===== src/rtl/gpio_port_pkg.sv =====
package gpio_port_pkg;
   typedef enum logic [1:0] {
      DM_STRONG = 2'b00,
      DM_PULLUP = 2'b01,
      DM_PULLDN = 2'b10,
      DM_HIZ    = 2'b11
   } drive_mode_e;

   typedef enum logic [1:0] {
      IT_OFF    = 2'b00,
      IT_RISE   = 2'b01,
      IT_FALL   = 2'b10,
      IT_CHANGE = 2'b11
   } irq_type_e;

   localparam int ADDR_W = 4;
   localparam int BUS_W  = 8;

   localparam logic [ADDR_W-1:0] A_DATA = 4'd0;
   localparam logic [ADDR_W-1:0] A_DIR  = 4'd1;
   localparam logic [ADDR_W-1:0] A_DM0  = 4'd2;
   localparam logic [ADDR_W-1:0] A_DM1  = 4'd3;
   localparam logic [ADDR_W-1:0] A_GIN  = 4'd4;
   localparam logic [ADDR_W-1:0] A_GOUT = 4'd5;
   localparam logic [ADDR_W-1:0] A_IT0  = 4'd6;
   localparam logic [ADDR_W-1:0] A_IT1  = 4'd7;
   localparam logic [ADDR_W-1:0] A_STAT = 4'd8;
endpackage


===== src/rtl/gpio_sync.sv =====
module gpio_sync #(
   parameter int W = 8
) (
   input  logic         clk,
   input  logic         rst_n,
   input  logic [W-1:0] d_i,
   output logic [W-1:0] q_o
);
   logic [W-1:0] meta_q, stab_q;

   always_ff @(posedge clk or negedge rst_n) begin
      if (!rst_n) begin
         meta_q <= '0;
         stab_q <= '0;
      end else begin
         meta_q <= d_i;
         stab_q <= meta_q;
      end
   end

   assign q_o = stab_q;
endmodule


===== src/rtl/gpio_holdoff.sv =====
module gpio_holdoff #(
   parameter int HOLD_CYCLES = 40
) (
   input  logic clk,
   input  logic rst_n,
   input  logic xres_n,
   output logic hold_o
);
   localparam int CNT_W = $clog2(HOLD_CYCLES + 1);
   localparam logic [CNT_W-1:0] LOAD = CNT_W'(HOLD_CYCLES);

   logic [CNT_W-1:0] cnt_q;

   always_ff @(posedge clk or negedge rst_n) begin
      if (!rst_n)          cnt_q <= '0;
      else if (!xres_n)    cnt_q <= LOAD;
      else if (cnt_q != 0) cnt_q <= cnt_q - 1'b1;
   end

   assign hold_o = (cnt_q != '0);


   cnt_bound_chk: assert property (@(posedge clk) disable iff (!rst_n)
      cnt_q <= LOAD);

   cnt_step_chk: assert property (@(posedge clk) disable iff (!rst_n)
      (xres_n && cnt_q != '0) |=> (cnt_q == $past(cnt_q) - 1'b1) || (cnt_q == LOAD));
endmodule


===== src/rtl/gpio_irq.sv =====
module gpio_irq
   import gpio_port_pkg::*;
#(
   parameter int W = 8
) (
   input  logic         clk,
   input  logic         rst_n,
   input  logic         srst_n,
   input  logic [W-1:0] pin_s_i,
   input  logic [W-1:0] type0_i,
   input  logic [W-1:0] type1_i,
   input  logic         snap_i,
   input  logic [W-1:0] clr_i,
   output logic [W-1:0] stat_o,
   output logic         irq_o
);
   logic [W-1:0] prev_q, snap_q, stat_q, evt, en;

   always_comb begin
      for (int b = 0; b < W; b++) begin
         unique case (irq_type_e'({type1_i[b], type0_i[b]}))
            IT_RISE:   evt[b] = pin_s_i[b] & ~prev_q[b];
            IT_FALL:   evt[b] = ~pin_s_i[b] & prev_q[b];
            IT_CHANGE: evt[b] = pin_s_i[b] ^ snap_q[b];
            default:   evt[b] = 1'b0;
         endcase
      end
   end

   always_ff @(posedge clk or negedge rst_n) begin
      if (!rst_n) begin
         prev_q <= '0;
         snap_q <= '0;
         stat_q <= '0;
      end else if (!srst_n) begin
         prev_q <= '0;
         snap_q <= '0;
         stat_q <= '0;
      end else begin
         prev_q <= pin_s_i;
         if (snap_i) snap_q <= pin_s_i;
         stat_q <= (stat_q & ~clr_i) | evt;
      end
   end

   assign en     = type0_i | type1_i;
   assign stat_o = stat_q;
   assign irq_o  = |(stat_q & en);


   sticky_chk: assert property (@(posedge clk) disable iff (!rst_n || !srst_n)
      ((stat_q & ~clr_i) != '0) |=> ((stat_q & $past(stat_q & ~clr_i)) == $past(stat_q & ~clr_i)));
endmodule


===== src/rtl/gpio_drive.sv =====
module gpio_drive
   import gpio_port_pkg::*;
#(
   parameter int W        = 8,
   parameter int HOLD_BIT = 0
) (
   input  logic [W-1:0] dir_i,
   input  logic [W-1:0] dm0_i,
   input  logic [W-1:0] dm1_i,
   input  logic [W-1:0] val_i,
   input  logic         hold_i,
   output logic [W-1:0] oe_o,
   output logic [W-1:0] o_o,
   output logic [W-1:0] pu_o,
   output logic [W-1:0] pd_o
);
   for (genvar i = 0; i < W; i++) begin : g_bit
      logic held;
      if (i == HOLD_BIT) begin : g_hold
         assign held = hold_i;
      end else begin : g_free
         assign held = 1'b0;
      end

      always_comb begin
         drive_mode_e m;
         m = drive_mode_e'({dm1_i[i], dm0_i[i]});
         {oe_o[i], o_o[i], pu_o[i], pd_o[i]} = 4'b0000;
         if (held) begin
            oe_o[i] = 1'b1;
         end else if (!dir_i[i]) begin
            pu_o[i] = (m == DM_PULLUP);
            pd_o[i] = (m == DM_PULLDN);
         end else begin
            unique case (m)
               DM_STRONG: begin oe_o[i] = 1'b1;     o_o[i] = val_i[i]; end
               DM_PULLUP: begin oe_o[i] = ~val_i[i]; pu_o[i] = val_i[i]; end
               DM_PULLDN: begin oe_o[i] = val_i[i]; o_o[i] = 1'b1; pd_o[i] = ~val_i[i]; end
               default:   ;
            endcase
         end
      end
   end
endmodule


===== src/rtl/gpio_port_ctrl.sv =====
module gpio_port_ctrl
   import gpio_port_pkg::*;
#(
   parameter int WIDTH       = 8,
   parameter int HOLD_CYCLES = 40,
   parameter int HOLD_BIT    = 0
) (
   input  logic              clk,
   input  logic              rst_n,
   input  logic              xres_n,
   input  logic [ADDR_W-1:0] cpu_addr,
   input  logic              cpu_wr,
   input  logic              cpu_rd,
   input  logic [BUS_W-1:0]  cpu_wdata,
   output logic [BUS_W-1:0]  cpu_rdata,
   input  logic [WIDTH-1:0]  pin_i,
   output logic [WIDTH-1:0]  pad_oe,
   output logic [WIDTH-1:0]  pad_o,
   output logic [WIDTH-1:0]  pad_pu,
   output logic [WIDTH-1:0]  pad_pd,
   input  logic [WIDTH-1:0]  gbus_out_i,
   output logic [WIDTH-1:0]  gbus_in_o,
   output logic              irq_o
);
   if (!(WIDTH == 8 || WIDTH == 4)) begin : g_bad_width
      $error("WIDTH must be 4 or 8");
   end
   if (HOLD_CYCLES < 2) begin : g_bad_hold
      $error("HOLD_CYCLES must be at least 2");
   end
   if (HOLD_BIT < 0 || HOLD_BIT >= WIDTH) begin : g_bad_bit
      $error("HOLD_BIT must index a port bit");
   end

   localparam logic [WIDTH-1:0] HOLD_MASK = WIDTH'(1) << HOLD_BIT;

   logic [WIDTH-1:0] data_q, dir_q, dm0_q, dm1_q, gin_q, gout_q, it0_q, it1_q;
   logic [WIDTH-1:0] pin_s, stat, clr, val;
   logic             hold, snap;
   logic [WIDTH-1:0] wd;

   assign wd = cpu_wdata[WIDTH-1:0];

   always_ff @(posedge clk or negedge rst_n) begin
      if (!rst_n) begin
         {data_q, dir_q, dm0_q, dm1_q, gin_q, gout_q, it0_q, it1_q} <= '0;
      end else if (!xres_n) begin
         {data_q, dir_q, dm0_q, dm1_q, gin_q, gout_q, it0_q, it1_q} <= '0;
      end else if (cpu_wr) begin
         case (cpu_addr)
            A_DATA:  data_q <= wd;
            A_DIR:   dir_q  <= wd;
            A_DM0:   dm0_q  <= wd;
            A_DM1:   dm1_q  <= wd;
            A_GIN:   gin_q  <= wd;
            A_GOUT:  gout_q <= wd;
            A_IT0:   it0_q  <= wd;
            A_IT1:   it1_q  <= wd;
            default: ;
         endcase
      end
   end

   assign clr  = (cpu_wr && cpu_addr == A_STAT) ? wd : '0;
   assign snap = cpu_rd && (cpu_addr == A_DATA);

   always_comb begin
      cpu_rdata = '0;
      case (cpu_addr)
         A_DATA:  cpu_rdata[WIDTH-1:0] = pin_s;
         A_DIR:   cpu_rdata[WIDTH-1:0] = dir_q;
         A_DM0:   cpu_rdata[WIDTH-1:0] = dm0_q;
         A_DM1:   cpu_rdata[WIDTH-1:0] = dm1_q;
         A_GIN:   cpu_rdata[WIDTH-1:0] = gin_q;
         A_GOUT:  cpu_rdata[WIDTH-1:0] = gout_q;
         A_IT0:   cpu_rdata[WIDTH-1:0] = it0_q;
         A_IT1:   cpu_rdata[WIDTH-1:0] = it1_q;
         A_STAT:  cpu_rdata[WIDTH-1:0] = stat;
         default: ;
      endcase
   end

   gpio_sync #(.W(WIDTH)) u_sync (
      .clk(clk), .rst_n(rst_n), .d_i(pin_i), .q_o(pin_s));

   gpio_holdoff #(.HOLD_CYCLES(HOLD_CYCLES)) u_hold (
      .clk(clk), .rst_n(rst_n), .xres_n(xres_n), .hold_o(hold));

   gpio_irq #(.W(WIDTH)) u_irq (
      .clk(clk), .rst_n(rst_n), .srst_n(xres_n), .pin_s_i(pin_s),
      .type0_i(it0_q), .type1_i(it1_q), .snap_i(snap), .clr_i(clr),
      .stat_o(stat), .irq_o(irq_o));

   assign val       = (gout_q & gbus_out_i) | (~gout_q & data_q);
   assign gbus_in_o = pin_s & gin_q;

   gpio_drive #(.W(WIDTH), .HOLD_BIT(HOLD_BIT)) u_drive (
      .dir_i(dir_q), .dm0_i(dm0_q), .dm1_i(dm1_q), .val_i(val), .hold_i(hold),
      .oe_o(pad_oe), .o_o(pad_o), .pu_o(pad_pu), .pd_o(pad_pd));


   hold_low_chk: assert property (@(posedge clk) disable iff (!rst_n)
      hold |-> (pad_oe[HOLD_BIT] && !pad_o[HOLD_BIT] && !pad_pu[HOLD_BIT] && !pad_pd[HOLD_BIT]));

   pull_excl_chk: assert property (@(posedge clk) disable iff (!rst_n)
      ((pad_pu & pad_pd) == '0) && ((pad_pu & pad_oe) == '0) && ((pad_pd & pad_oe) == '0));

   hiz_quiet_chk: assert property (@(posedge clk) disable iff (!rst_n)
      ((dm0_q & dm1_q & ~(hold ? HOLD_MASK : '0)) & (pad_oe | pad_pu | pad_pd)) == '0);
endmodule


===== config.mk =====
export PLATFORM = sky130hd
export DESIGN_NAME = gpio_port_ctrl
export DESIGN_NICKNAME = d
export VERILOG_FILES = /design/src/rtl/gpio_port_pkg.sv /design/src/rtl/gpio_sync.sv /design/src/rtl/gpio_holdoff.sv /design/src/rtl/gpio_irq.sv /design/src/rtl/gpio_drive.sv /design/src/rtl/gpio_port_ctrl.sv
export SDC_FILE = /design/constraint.sdc
export NUM_CORES = 1
export LEC_CHECK = 0
export ABC_AREA = 1
export BUFFER_PORTS_ARGS = -buffer_cell sky130_fd_sc_hd__buf_2
export CAP_MARGIN = 25
export CORE_ASPECT_RATIO = 1.1
export CORE_MARGIN = 2
export CORE_UTILIZATION = 36
export CTS_CLUSTER_SIZE = 20
export DETAILED_ROUTE_END_ITERATION = 7
export GPL_ROUTABILITY_DRIVEN = 0
export PLACE_DENSITY = 0.51
export SYNTH_ARGS = -nofsm -noshare
export SYNTH_HDL_FRONTEND = slang
export SYNTH_SLANG_ARGS = --single-unit

===== constraint.sdc =====
create_clock -name clk -period 2.4 [get_ports clk]
set_input_delay 0.24 -clock clk [delete_from_list [all_inputs] [get_ports clk]]
set_output_delay 0.24 -clock clk [all_outputs]
set_load 0.005 [all_outputs]

-- Word-level counts from Yosys, hierarchy flattened
Index checks and enable logic that the tools add are counted.
- register bits after elaboration: 110
- input bits: 33
- logic and storage cells: 261
- bitwise logic cells: 58
- add/sub/neg operators: 1
- eq/ne operators: 59
- mux-type cells: 108
- reduce and logical (&&, ||, !) cells: 21
- operators with widths (cell ; count):
    8-bit two-way mux ; 29
    8-bit one-hot mux with 9 select lines ; 1
    1-bit two-way mux ; 52
    2-bit == test (second input constant) ; 24
    1-bit one-hot mux with 3 select lines ; 16
    8-bit bitwise AND ; 5
    2-bit by 1-bit == test with 1-bit output (second input constant) ; 16
    1-bit inverter ; 24
    8-bit OR ; 3
    2-bit by 1-bit != test with 1-bit output (second input constant) ; 11
    1-bit bitwise AND ; 16
    4-bit by 3-bit == test with 1-bit output (second input constant) ; 4
    2-bit logical NOT ; 8
    8-bit inverter ; 2
    1-bit one-hot mux with 2 select lines ; 8
    2-bit AND reduction ; 8
    6-bit two-way mux ; 2
    4-bit by 2-bit == test with 1-bit output (second input constant) ; 2
    8-bit OR reduction ; 1
    1-bit XOR ; 8
    6-bit nonzero test ; 1
    6-bit by 1-bit subtractor with 6-bit output (second input constant) ; 1
    4-bit by 1-bit == test with 1-bit output (second input constant) ; 1
    4-bit == test (second input constant) ; 1
    2 further kinds ; 3

-- Logic depth before layout (Yosys ltp)
Gate-level depths: netlist of run 1.
- word-level depth: 7
- gate-level depth with buffers: 8

-- By module
Synthesis of run 1 repeated with hierarchy kept, for this count alone.
- cell total of the unflattened synthesis: 894
- area, all modules: 6256.0 um2
- modules (own cells, without submodules) (module ; times used ; cells each ; seq. area each (um2) ; area an instance (um2)):
    gpio_port_ctrl ; 1 ; 488 ; 1601.5 ; 3495.9
    gpio_irq ; 1 ; 242 ; 600.6 ; 1540.2
    gpio_drive ; 1 ; 101 ; 0.0 ; 452.9
    gpio_sync ; 1 ; 16 ; 400.4 ; 400.4
    gpio_holdoff ; 1 ; 47 ; 150.1 ; 366.6

-- Least setup slack after synthesis of run 1
No wires, ideal clock.
- path kind: reg2out
- start: register u_hold.cnt_q[0]
- end: output port pad_o[0]
- arrival time: 1.138 ns
- path buffers: 0
- path slack: 1.022 ns
- data required time: 2.160 ns
- cell stages (with the launch flop): 7
- cell sequence: dfrtp_1 inv_1 ha_1 nand4_1 inv_1 nand2_1 nor3_1
- longest elaborated chain between the ends: 2
- ends and longest elaborated chain (item ; line ; source):
    start, declared ; gpio_holdoff.sv:12 ; logic [CNT_W-1:0] cnt_q;
    start signal, assigned ; gpio_holdoff.sv:17 ; else if (cnt_q != 0) cnt_q <= cnt_q - 1'b1;
    6-bit nonzero test ; gpio_holdoff.sv:20 ; assign hold_o = (cnt_q != '0);
    1-bit two-way mux ; gpio_drive.sv:29 ; if (held) begin
    end, declared ; gpio_port_ctrl.sv:18 ; output logic [WIDTH-1:0] pad_o,
Every way passes these cells.

-- Final worst setup path of run 1
- start: register u_hold.cnt_q[0]
- end: output port pad_pd[0]
- longest elaborated chain between the ends: 2
- ends and longest elaborated chain (item ; line ; source):
    6-bit nonzero test ; gpio_holdoff.sv:20 ;
    1-bit two-way mux ; gpio_drive.sv:29 ;
    end, declared ; gpio_port_ctrl.sv:20 ; output logic [WIDTH-1:0] pad_pd,
Every way passes these cells.

==> results of run 1 <==
==> where the power goes <==
part | total (mW) | switching [mW] | internal, mW
sequential | 2.16 | 0.157 | 2.01
combinational | 0.694 | 0.446 | 0.248
clock | 1.56 | 0.719 | 0.844
==> kinds of logic after synthesis <==
| family | Yosys count | share of synthesized area (%) |
|---|---|---|
| AND/OR/NAND/NOR | 416 | 30.7 |
| flip-flops | 110 | 47.8 |
| XOR/XNOR | 1 | 0.152 |
| buffers and inverters | 137 | 9.28 |
| AO/OA/AOI/OAI | 123 | 11.7 |
| adder cells (fa/ha/maj) | 2 | 0.435 |
==> per-stage QoR <==
stage | instance area (um^2) | instances | setup slack [ns] | power (mW) | utilization [%]
floorplan | 5760 | 789 | 1.02 | 2.56 | -
global placement | 6420 | 1061 | 0.590 | 2.86 | 41.0
detailed placement | 6420 | 1061 | 0.521 | 2.88 | 41.0
CTS | 6820 | 1086 | 0.278 | 4.46 | 43.5
global route | 6820 | 1086 | 0.123 | 4.66 | 43.5
finish | 6820 | 1086 | 0.292 | 4.42 | 43.5
==> registers in the layout, indices dropped and copies added, names as in the netlist <==
name	count
data_q	8
dm1_q	8
dm0_q	8
u_sync.meta_q	8
gin_q	8
it1_q	8
u_hold.cnt_q	6
u_irq.snap_q	8
dir_q	8
gout_q	8
u_irq.prev_q	8
u_sync.q_o	8
it0_q	8
u_irq.stat_o	8
==> critical path, cell delays in order (launching register included) <==
cell and delay (ns):
dfrtp_1 0.42, inv_1 0.09, ha_1 0.16, nand4_1 0.33
inv_1 0.16, nand2_1 0.08, nor3_1 0.13, buf_2 0.14
==> metal layers <==
layer  up-vias  track usage, %  wire length, um
li1       2720               -                -
met1      2559            27.5             7640
met2       144            31.6             7730
met3        23            2.78              810
met4         0            8.36              391
met5         -               0                0
==> layout by cell type (no fill, tap or decap), drive strengths merged <==
cell | netlist | routed
clkinv | 1 | 2
nor3 | 13 | 13
ha | 2 | 2
clkbuf | 4 | 10
o211ai | 8 | 8
xor2 | 1 | 1
nand3 | 78 | 78
dfrtp | 110 | 110
or2 | 1 | 1
dlygate4sd3 | 0 | 9
bufinv | 0 | 1
a21oi | 11 | 11
a31oi | 2 | 2
o21a | 2 | 2
buf | 18 | 94
clkinvlp | 0 | 3
nand4 | 19 | 19
nand2 | 252 | 252
inv | 114 | 115
o21ai | 93 | 93
o22ai | 7 | 7
nor2 | 53 | 53
==> path summary, 6_finish.rpt <==
kind                                       start              end  slack (ns)  depth (start not counted)
worst max-delay path             u_hold.cnt_q[0]        pad_pd[0]        0.29                          7
worst min-delay path                cpu_wdata[5]  u_irq.stat_o[5]        0.22                          4
worst max register to register   u_hold.cnt_q[0]  u_hold.cnt_q[0]        0.93                          6
worst min register to register  u_sync.meta_q[3]    u_sync.q_o[3]        0.35                          0
max in group asynchronous                  rst_n         it0_q[7]        1.25                          3
min in group asynchronous                  rst_n  u_hold.cnt_q[4]        0.40                          2
==> layout make-up <==
cell class / instances / share of cell area, %
sequential: 110 / 40.3
multi-input combinational: 542 / 36.2
timing repair buffer: 103 / 8.91
inverter: 115 / 6.33
tap: 200 / 3.67
clock buffer: 10 / 3.50
clock inverter: 6 / 1.03
==> what timing repair did <==
action                    4_1_cts  5_1_grt
setup buffers                   0        0
hold buffers                    9        0
hold endpoints to repair       44        0
==> metrics.txt, run 1 <==
Crit Path Category=flop to primary output; Avg Cell Area, Syn=roughly 7.3 um^2; number of synthesis warnings=0; post-synthesis net count=just over 800; ranking of synthesized cells by area=dfrtp_1 48%, nand2_1 16%, o21ai_0 7.6%; Power Dens Cells=~650 nW/um^2; Clock Sinks=between 100 and 150; fin crit share=between 80 and 90%; fraction of registers with async set/reset=100%; largest net degree at the start of global routing=51; f_max=474 MHz; share of cells above drive strength 1=~14%; Die Area=between 15000 and 20000 um^2; Layout Skew=about 0.007 ns; global-route wire length before repair=26500 um; port buffer count=81; Initial Utilization=36.7%; RSZ-0062 raised after global routing=no; grt ovf=0; Setup crit end kind=primary output; num rows=48; routed wire length=between 15000 and 20000 um; CTS root buf=clkbuf_16; Yosys top cell by area=dfrtp_1; Worst-Skew Late Latency=~0.36 ns; Num CTS Buffers=9; clk slew on worst S/H paths=0.08 ns; vias post-DR=about 5400; vias per inst=around 5; Synth Instances=~790; # fillers=~1600; multi-input logic area=between 2000 and 2500 um^2; most repeated cell in the gate-level netlist after synthesis=nand2_1; clk buf depth=2; Die W=between 100 and 150 um; drt first-iter violations=about 400; FF+latch count, synth=110; Reg area=roughly 2800 um^2; Setup TNS Final=0 ns; Worst Setup Start Kind=flop; vias in the first global route=~5000; Max Fanout on Critical Path=7; Area growth, synth to finish=18.5%; final net count=916; Final Setup Violations=0; DP Wirelength=12300 um; Top-Level Pins=82; gr usage total=between 15 and 20%; post-CTS sizing=0; crit path DAT=1.87 ns; leakage=roughly 3.7 nW; post-synth cell types=25; status=finished, final reports clean; Hold WC Path Type=input pin to flop; MaxCap Viol Count=0; worst vdd ir=~0.34 mV; CTS tree=done; n_diodes=0; Final ANT Viol Nets=0; final critical-path required period=2.11 ns; core region area=15700 um^2; DRC viols=0; minimum hold slack=~0.22 ns; CP required=roughly 2.2 ns; number of synthesized flops with an enable pin=0; initial antenna violation count=0; worst rel slew slack=about half; Fin. Hold Viols=0; synthesized area=about 5800 um^2; max-slew violation count=0; sequential-to-total area share from yosys stat=47.8%; H-tree depth=3; Worst Max-Slew Pin Slew=between 0.7 and 0.8 ns; Post-synth top cells=249 x nand2_1, 114 x inv_1, 110 x dfrtp_1; Wirelength per Cell=15.3 um; commonest register cell after synthesis=dfrtp_1; Die Y=between 100 and 150 um; post-synth top area share=a little under half; drt pass-1 iters=5
(Power assumes the default switching activity.)
==> run 2, diff against run 1 <==
- SETUP_SLACK_MARGIN: default -> 0.3
==> metrics.txt, run 2 (synthesis gave the netlist of run 1 again) <==
status=finished, final reports clean (unchanged); core region area=15700 um^2 (unchanged); Final ANT Viol Nets=0 (unchanged); worst rel slew slack=51.2% (was 50.9%); final critical-path required period=2.02 ns (was 2.11 ns); Power Dens Cells=645 nW/um^2 (was 648 nW/um^2); initial antenna violation count=0 (unchanged); Crit Reg-Reg Endpoint=u_hold.cnt_q[0] (unchanged); max-slew violation count=0 (unchanged); f_max=496 MHz (was 474 MHz); final net count=919 (was 916); Wirelength per Cell=15.3 um (about the same); DRC viols=0 (unchanged); share of cells above drive strength 1=14.2% (was 13.9%); Die Area=17000 um^2 (unchanged); fin crit share=84.0% (was 87.8%); H-tree depth=3 (unchanged); leakage=3.69 nW (was 3.68 nW); Top-Level Pins=82 (unchanged); RSZ-0062 raised after global routing=no (unchanged); crit path DAT=1.78 ns (was 1.87 ns); Clock Sinks=110 (unchanged); Hold WC Path Type=input pin to flop (unchanged); CP required=2.16 ns (about the same); Fin. Hold Viols=0 (unchanged); Non-Filler Instances=1089 (was 1086); Max Fanout on Critical Path=4 (was 7); CTS root buf=clkbuf_16 (unchanged); commonest non-fill, non-tap cell in the layout=nand2_1 (unchanged); vias in the first global route=5047 (was 5039); grt ovf=0 (unchanged); clk slew on worst S/H paths=0.08 ns (about the same); Reg2Reg Depth=7 (was 6); Final Setup Violations=0 (unchanged); leading cell types in the layout, fill and taps excluded=249 x nand2_1, 114 x inv_1, 110 x dfrtp_1 (unchanged); gr usage total=19.9% (about the same); clk buf depth=2 (unchanged); CTS tree=done (unchanged); drt first-iter violations=404 (was 403); Hold Crit Endpoint=u_irq.stat_o[5] (unchanged); placed insts=1061 (unchanged); Layout Skew=0.00753 ns (was 0.00718 ns); r2r startpoint=u_hold.cnt_q[2] (was u_hold.cnt_q[0]); n_diodes=0 (unchanged); vias per inst=5.02 (was 5.01); Worst-Skew Late Latency=0.36 ns (about the same); drt pass-1 iters=5 (unchanged); DP Wirelength=12300 um (unchanged); M3 GR Usage=2.78% (unchanged); Hold Startpoint=cpu_wdata[5] (unchanged); vias post-DR=5471 (was 5446); largest net degree at the start of global routing=51 (unchanged); Worst Setup Start Kind=flop (unchanged); most used routing layer=met2 (unchanged); Worst Max-Slew Pin Slew=0.727 ns (was 0.731 ns); worst vdd ir=0.336 mV (about the same); Setup TNS Final=0 ns (unchanged); num rows=48 (unchanged); # fillers=1620 (was 1624); met1 GRT Util=27.5% (about the same); Die Y=137 um (unchanged); Area growth, synth to finish=18.9% (was 18.5%); port buffer count=81 (unchanged); global-route wire length before repair=26500 um (about the same); MaxCap Viol Count=0 (unchanged); Num CTS Buffers=9 (unchanged); hold path depth=4 (unchanged); Initial Utilization=36.7% (unchanged); GR Util met2=31.7% (was 31.6%); Setup crit end kind=primary output (unchanged); routed wire length=16600 um (about the same); Die W=125 um (unchanged); r2r setup slk=0.84 ns (was 0.93 ns); Crit Path Category=flop to primary output (unchanged); post-CTS sizing=0 (unchanged)
==> run 2: per-stage QoR <==
step | util, % | setup WS (ns) | instance area [um^2] | power (mW) | hold slack, ns
2_1_floorplan | - | 1.02 | 5760 | 2.56 | -0.0556
3_3_place_gp | 41.0 | 0.590 | 6420 | 2.86 | 0.264
3_5_place_dp | 41.0 | 0.521 | 6420 | 2.88 | 0.263
4_1_cts | 43.6 | 0.425 | 6830 | 4.46 | 0.207
5_1_grt | 43.7 | 0.232 | 6850 | 4.66 | 0.223
6_report | 43.7 | 0.384 | 6850 | 4.42 | 0.217
==> run 2: worst max-delay path by stage <==
stage / to / startpoint / slack (ns)
finish: pad_pd[0] / u_hold.cnt_q[2] / 0.38
global route: pad_pd[0] / u_hold.cnt_q[2] / 0.23
CTS: pad_pd[0] / u_hold.cnt_q[0] / 0.43
detailed placement: it1_q[1] / cpu_addr[2] / 0.52
global placement: cpu_rdata[6] / cpu_addr[1] / 0.59
floorplan: pad_o[0] / u_hold.cnt_q[0] / 1.02
==> run 2: timing repair <==
action / 4_1_cts / 5_1_grt
hold buffers: 9 / 0
hold endpoints to repair: 44 / 0
pin swaps: 1 / 1
endpoints found under the setup margin: 2 / 1
buffers inserted: 1 / 2
==> run 2: where the power goes <==
group	switching [mW]	internal [mW]
clock	0.718	0.844
sequential	0.156	2.01
combinational	0.446	0.249
total	1.32	3.10
==> run 2: critical path: stages (launching register included) <==
cell     delay [ns]
dfrtp_1        0.41
nor2_1         0.22
nand4_1        0.25
inv_1          0.13
nand2_1        0.07
nor3_1         0.18
buf_2          0.17
==> run 2: layout make-up <==
| cell class | count | area, um^2 | share of cell area (%) |
|---|---|---|---|
| clock buffers | 10 | 239 | 3.49 |
| multi-input cells | 542 | 2470 | 36.1 |
| clock inverters | 6 | 70.1 | 1.02 |
| inverters | 115 | 432 | 6.31 |
| flip-flops and latches | 110 | 2750 | 40.2 |
| repair buffers | 106 | 631 | 9.21 |
| well taps | 200 | 250 | 3.66 |
==> run 2: metal layers <==
layer	up-vias	routed length [um]
met5	-	0
met2	147	7790
met1	2576	7610
met3	24	817
met4	0	391
li1	2724	-
